<file path="src/rtl/zimp_pkg.sv">
package zimp_pkg;
  // Default shape of the scheduler
  localparam int unsigned ZIMP_GAP_DEF  = 32;
  localparam int unsigned ZIMP_CAL_DEF  = 1024;
  localparam int unsigned ZIMP_CODE_DEF = 6;

  // Timer phase seen from outside
  typedef enum logic [0:0] {
    TMR_COUNTING = 1'b0,
    TMR_WAITING  = 1'b1
  } tmr_phase_e;
endpackage

</file>
<file path="src/rtl/zimp_gap_timer.sv">
module zimp_gap_timer #(
  parameter int unsigned GAP_CYCLES = 32
) (
  input  logic clk,
  input  logic rst,
  input  logic out_active,
  output zimp_pkg::tmr_phase_e phase,
  output logic fire
);
  localparam int unsigned CNT_W = (GAP_CYCLES > 2) ? $clog2(GAP_CYCLES) : 1;
  localparam logic [CNT_W-1:0] LIMIT = CNT_W'(GAP_CYCLES - 1);

  logic [CNT_W-1:0] elapsed;

  assign phase = (elapsed == LIMIT) ? zimp_pkg::TMR_WAITING : zimp_pkg::TMR_COUNTING;
  assign fire  = (phase == zimp_pkg::TMR_WAITING) && !out_active && !rst;

  // Advances on every clock; clears on an issued update; holds at the limit
  always_ff @(posedge clk) begin
    if (rst)                 elapsed <= '0;
    else if (fire)           elapsed <= '0;
    else if (elapsed != LIMIT) elapsed <= elapsed + CNT_W'(1);
  end

  a_r2_cnt_bound: assert property (@(posedge clk) disable iff (rst)
    elapsed <= LIMIT);

  a_r5_single_pulse: assert property (@(posedge clk) disable iff (rst)
    fire |=> !fire);
endmodule

</file>
<file path="src/rtl/zimp_cal_tracker.sv">
module zimp_cal_tracker #(
  parameter int unsigned CAL_CYCLES = 1024
) (
  input  logic clk,
  input  logic rst,
  input  logic out_active,
  output logic cal_done
);
  localparam int unsigned CW = $clog2(CAL_CYCLES + 1);
  localparam logic [CW-1:0] CAL_END = CW'(CAL_CYCLES);

  logic [CW-1:0] quiet_n;

  always_ff @(posedge clk) begin
    if (rst)                                   quiet_n <= '0;
    else if (!out_active && quiet_n != CAL_END) quiet_n <= quiet_n + CW'(1);
  end

  assign cal_done = (quiet_n == CAL_END);

  a_r7_cal_sticky: assert property (@(posedge clk) disable iff (rst)
    cal_done |=> cal_done);

  a_r7_cal_rise_idle: assert property (@(posedge clk) disable iff (rst)
    $rose(cal_done) |-> $past(!out_active));
endmodule

</file>
<file path="src/rtl/zimp_code_latch.sv">
module zimp_code_latch #(
  parameter int unsigned CODE_W = 6,
  parameter logic [CODE_W-1:0] RESET_CODE = '0
) (
  input  logic              clk,
  input  logic              rst,
  input  logic              load,
  input  logic [CODE_W-1:0] code_in,
  output logic [CODE_W-1:0] code_q
);
  always_ff @(posedge clk) begin
    if (rst)       code_q <= RESET_CODE;
    else if (load) code_q <= code_in;
  end

  a_r6_code_hold: assert property (@(posedge clk) disable iff (rst)
    !$past(load) |-> $stable(code_q));
endmodule

</file>
<file path="src/rtl/zimp_update_sched.sv">
module zimp_update_sched #(
  parameter int unsigned GAP_CYCLES = zimp_pkg::ZIMP_GAP_DEF,
  parameter int unsigned CAL_CYCLES = zimp_pkg::ZIMP_CAL_DEF,
  parameter int unsigned CODE_W     = zimp_pkg::ZIMP_CODE_DEF,
  parameter logic [CODE_W-1:0] RESET_CODE = CODE_W'(32)
) (
  input  logic              clk,
  input  logic              rst,
  input  logic              out_active,
  input  logic [CODE_W-1:0] code_in,
  output logic              upd_stb,
  output logic [CODE_W-1:0] code_out,
  output logic              cal_done
);
  zimp_pkg::tmr_phase_e phase;
  logic fire;

  zimp_gap_timer #(.GAP_CYCLES(GAP_CYCLES)) u_timer (
    .clk(clk), .rst(rst), .out_active(out_active), .phase(phase), .fire(fire)
  );

  zimp_code_latch #(.CODE_W(CODE_W), .RESET_CODE(RESET_CODE)) u_latch (
    .clk(clk), .rst(rst), .load(fire), .code_in(code_in), .code_q(code_out)
  );

  zimp_cal_tracker #(.CAL_CYCLES(CAL_CYCLES)) u_cal (
    .clk(clk), .rst(rst), .out_active(out_active), .cal_done(cal_done)
  );

  assign upd_stb = fire;

  // a waiting timer never lets a quiet cycle pass without an update
  a_r4_no_missed_idle: assert property (@(posedge clk) disable iff (rst)
    (phase == zimp_pkg::TMR_WAITING && !out_active) |=> phase == zimp_pkg::TMR_COUNTING);
endmodule

</file>
<file path="config.mk">
export PLATFORM = sky130hd
export DESIGN_NAME = zimp_update_sched
export DESIGN_NICKNAME = d
export VERILOG_FILES = /design/src/rtl/zimp_pkg.sv /design/src/rtl/zimp_gap_timer.sv /design/src/rtl/zimp_cal_tracker.sv /design/src/rtl/zimp_code_latch.sv /design/src/rtl/zimp_update_sched.sv
export SDC_FILE = /design/constraint.sdc
export NUM_CORES = 1
export LEC_CHECK = 0
export CORE_ASPECT_RATIO = 1.5
export CORE_MARGIN = 4
export CORE_UTILIZATION = 36
export DETAILED_ROUTE_END_ITERATION = 6
export PLACE_DENSITY = 0.61
export SYNTH_ARGS = -nofsm -noshare
export SYNTH_HDL_FRONTEND = slang
export SYNTH_SLANG_ARGS = --single-unit
</file>
<file path="constraint.sdc">
create_clock -name clk -period 4.85 [get_ports clk]
set_input_delay 0.485 -clock clk [delete_from_list [all_inputs] [get_ports clk]]
set_output_delay 0.485 -clock clk [all_outputs]
set_load 0.005 [all_outputs]
</file>
Word-level counts from Yosys, hierarchy flattened

Index checks and enable logic that the tools add are counted.

Output and inout bits: 8
Bits in registers: 22
Logic and storage cells: 16
Input bits: 9

Muxes and demuxes: 1
Reductions and logical operators: 6
Equality and inequality tests: 4
Add/sub/neg operators: 2

Operators with widths:

| kind                                                             | number |
|---|---|
| 11-bit by 1-bit adder with 11-bit output (second input constant) | 1 |
| 11-bit equality test (second input constant)                     | 1 |
| 11-bit inequality test (second input constant)                   | 1 |
| 5-bit by 1-bit adder with 5-bit output (second input constant)   | 1 |
| 5-bit equality test (second input constant)                      | 1 |
| 5-bit inequality test (second input constant)                    | 1 |
| 1-bit logical AND                                                | 3 |
| 1-bit logical NOT                                                | 2 |
| 2-bit OR reduction                                               | 1 |
| 1-bit two-way mux                                                | 1 |

Longest topological paths before layout

Depth in word-level cells: 5
Gate-level depth with buffers: 7

Modules after synthesis

A second synthesis with hierarchy kept.

Cell total of the unflattened synthesis: 118
Area total of the unflattened synthesis: 1091.0 um^2

By module, submodules not included:

| module           | area an instance (um^2) | cells each | instances | seq. area each (um^2) |
|---|---|---|---|---|
| zimp_cal_tracker | 599.3                   | 70         | 1         | 220.2 |
| zimp_gap_timer   | 274.0                   | 29         | 1         | 100.1 |
| zimp_code_latch  | 217.7                   | 19         | 1         | 120.1 |

Least setup slack after synthesis

No wires, ideal clock.

Kind: register to output
Start: reg u_timer.elapsed[0]
End: out upd_stb
Buffers on the path: 1
Path slack: 2.937 ns
Data arrival time: 1.428 ns
Stages on the path, launching flop included: 7
Data required time: 4.365 ns
Cell sequence: dfxtp_1 > ha_1 > and3_1 > ha_1 > nor2b_1 > clkbuf_1 > nor2b_1

Cells in the longest elaborated chain, start to end: 4

Ends and longest elaborated chain:

| element                         | RTL line                | text |
|---|---|---|
| start: declaration              | zimp_gap_timer.sv:13    | `logic [CNT_W-1:0] elapsed;` |
| start signal: assignment        | zimp_gap_timer.sv:22    | `else if (elapsed != LIMIT) elapsed <= elapsed + CNT_W'(1);` |
| 5-bit equality test             | zimp_gap_timer.sv:15    | `assign phase = (elapsed == LIMIT) ? zimp_pkg::TMR_WAITING : zimp_pkg::TMR_COUNTING;` |
| 1-bit two-way mux               | zimp_gap_timer.sv:15    |  |
| 1-bit logical AND (2 in series) | zimp_gap_timer.sv:16    | `assign fire = (phase == zimp_pkg::TMR_WAITING) && !out_active && !rst;` |
| end: declaration                | zimp_update_sched.sv:11 | `output logic upd_stb,` |

No other way between the ends.

Worst setup path in the final report

Same ends and word-level chain as after synthesis.

==> impl_metrics.json <==
{
  "num_vias": 888,
  "htreeDepth": 1,
  "ant_nets": 0,
  "cts_inserted_buffers": 3,
  "p_total_uw": 344,
  "drive_above_1_share": 0.0889,
  "p_leak_uw": 0.000446,
  "grt_max_degree": 30,
  "cts_root_buf": "clkbuf_8",
  "crit_type": "reg -> out",
  "core_um2": 2880,
  "viasPerCell": 5.10,
  "arrival_ns": 2.65,
  "drc": 0,
  "clk_pin_slew_ns": 0.07,
  "final.min_clock_period_ns": 3.13,
  "ioPinCount": 17,
  "pwr_density_cell_nw_per_um2": 262,
  "clock-sinks": 22,
  "synth_top_area_cell": "dfxtp_1",
  "cts.repair.resized": 0,
  "yosys_warnings": 0,
  "dp_hpwl_um": 1440,
  "place.gp.congestion": 0.766,
  "firstDrtPassIters": 4,
  "area_delta_synth_final_pct": 21.5,
  "start_util": 0.374,
  "slew_headroom": 0.543,
  "endpoint_kind": "primary output",
  "worst_pin_slew_ns": 0.685,
  "hold_buffers": 0,
  "post-route-period-util": 0.646,
  "rsz0062_at_grt": "false",
  "synth_area_um2": 1080,
  "yosysUniqueCellTypes": 35,
  "hp-class": "reg -> reg",
  "place_ws_ns": 1.87,
  "yosysMostFrequentCell": "dfxtp_1",
  "synth_nets": 134,
  "dieHeight_um": 75.0,
  "nFillCells": 309,
  "grt_use_total": 0.120,
  "cts_tree": "built",
  "synth-edff-count": 0,
  "n_antenna_cell": 0,
  "layout_setup_ws_ns": 1.72,
  "required_ns": 4.37,
  "run_status": "completed",
  "post-cts-setup-buffer-count": 0,
  "synth_top_area_frac": 0.408,
  "path_max_fanout": 11,
  "ys_seq_area_frac": 0.408,
  "synth_ff_type": "dfxtp_1",
  "grt-ovfl-total": 0,
  "antenna_found_initial": 0,
  "wl_per_cell_um": 11.6,
  "setup_violations": 0,
  "nets": 150,
  "timing.setup.tns_ns": 0,
  "ir_worst_vdd_uv": 131,
  "grt_pass1_wl_um": 3480,
  "synth_seq_cells": 22,
  "synthTopCellsByArea": "dfxtp_1 (41%), ha_1 (4.6%), mux2i_1 (4.6%)",
  "synth_cells": 121,
  "synthArstFlopShare": 0,
  "avgSynthCellArea_um2": 8.91,
  "max_cap_viol_count": 0,
  "numPortBuffers": 16,
  "wl_um": 2010,
  "die_area_um2": 3950,
  "finalMaxSlewViolations": 0,
  "skew_ns": 0.00272,
  "fmax_mhz": 319,
  "rows": 24,
  "final_hold_viol_count": 0,
  "die_width_um": 52.7,
  "grt_pass1_vias": 827,
  "critPathLaunchType": "flop",
  "netlist_top_cells_count": "dfxtp_1 (22), a21oi_1 (9), nor2_1 (9)",
  "clkLatencyLatePin_ns": 0.26,
  "clock_path_buffers": 2,
  "whs_ns": 0.499,
  "dr.first_iter.drc_count": 10
}
-- path summary, 6_finish.rpt --
check                                        from                              end  slack, ns  cells past startpoint
hold reg to reg   u_timer.elapsed[4]$_SDFFE_PP0P_  u_timer.elapsed[4]$_SDFFE_PP0P_       0.50                      2
setup / recovery  u_timer.elapsed[0]$_SDFFE_PP0P_                          upd_stb       1.72                      6
setup reg to reg  u_timer.elapsed[0]$_SDFFE_PP0P_   u_latch.code_q[5]$_SDFFE_PP1P_       2.69                      6
hold / removal    u_timer.elapsed[4]$_SDFFE_PP0P_  u_timer.elapsed[4]$_SDFFE_PP0P_       0.50                      2
-- routing by layer --
metal,track usage,vias to the layer above,wire length [um]
met1,0.138,405,961
li1,-,458,-
met2,0.189,20,884
met5,0,-,0
met4,0.0852,0,57
met3,0.0317,5,110
-- metrics by stage --
| stage | util | instance area [um^2] | std cells |
|---|---|---|---|
| 2_1_floorplan | - | 1080 | 121 |
| 3_3_place_gp | 0.440 | 1270 | 171 |
| 3_5_place_dp | 0.440 | 1270 | 171 |
| 4_1_cts | 0.454 | 1310 | 174 |
| 5_1_grt | 0.454 | 1310 | 174 |
| 6_report | 0.454 | 1310 | 174 |
-- cells by family after synthesis --
group	synth area share
flip-flops	0.408
XOR/XNOR	0.0325
AND/OR/NAND/NOR	0.296
adder cells (fa/ha/maj)	0.0464
multiplexers	0.0568
AO/OA/AOI/OAI	0.122
buffers and inverters	0.0383
-- critical path: stages, from the launching register on --
cell and delay (ns):
dfxtp_1 0.37, ha_1 0.19, and3_1 0.17, ha_1 0.33
nor2b_1 0.61, nor2b_1 0.21, clkdlybuf4s50_1 0.51
-- sequential cells by signal (all words and copies together) (netlist names) --
signal	flops
u_timer.elapsed	5
u_cal.quiet_n	11
u_latch.code_q	6
-- cell usage in the layout, fill, tap and decap left out, types with 3 or more instances in the layout --
cell,instances
ha_1,4
nand2_1,5
o21ai_0,5
nand3_1,8
clkdlybuf4s50_1,16
nor2b_1,4
mux2i_1,5
or3_1,3
nand2b_1,3
dfxtp_1,22
inv_1,4
clkbuf_8,3
nor2_1,9
or4_1,4
a21oi_1,9
or2b_2,3
-- final cells by class --
cell class	count	area [um^2]	share of cell area
Sequential cell	22	440	0.336
Multi-Input combinational cell	89	597	0.456
Timing Repair Buffer	17	168	0.128
Clock buffer	3	41.3	0.0315
Tap cell	39	48.8	0.0372
Inverter	4	15.0	0.0115
-- power by group --
| part | internal, uW | total [uW] | switching (uW) | leakage [uW] |
|---|---|---|---|---|
| Clock | 55.4 | 111 | 55.5 | 0.0000216 |
| Combinational | 21.8 | 38.3 | 16.5 | 0.000246 |
| Sequential | 187 | 194 | 7.53 | 0.000178 |
No activity file was read; power rests on OpenSTA's default activity.
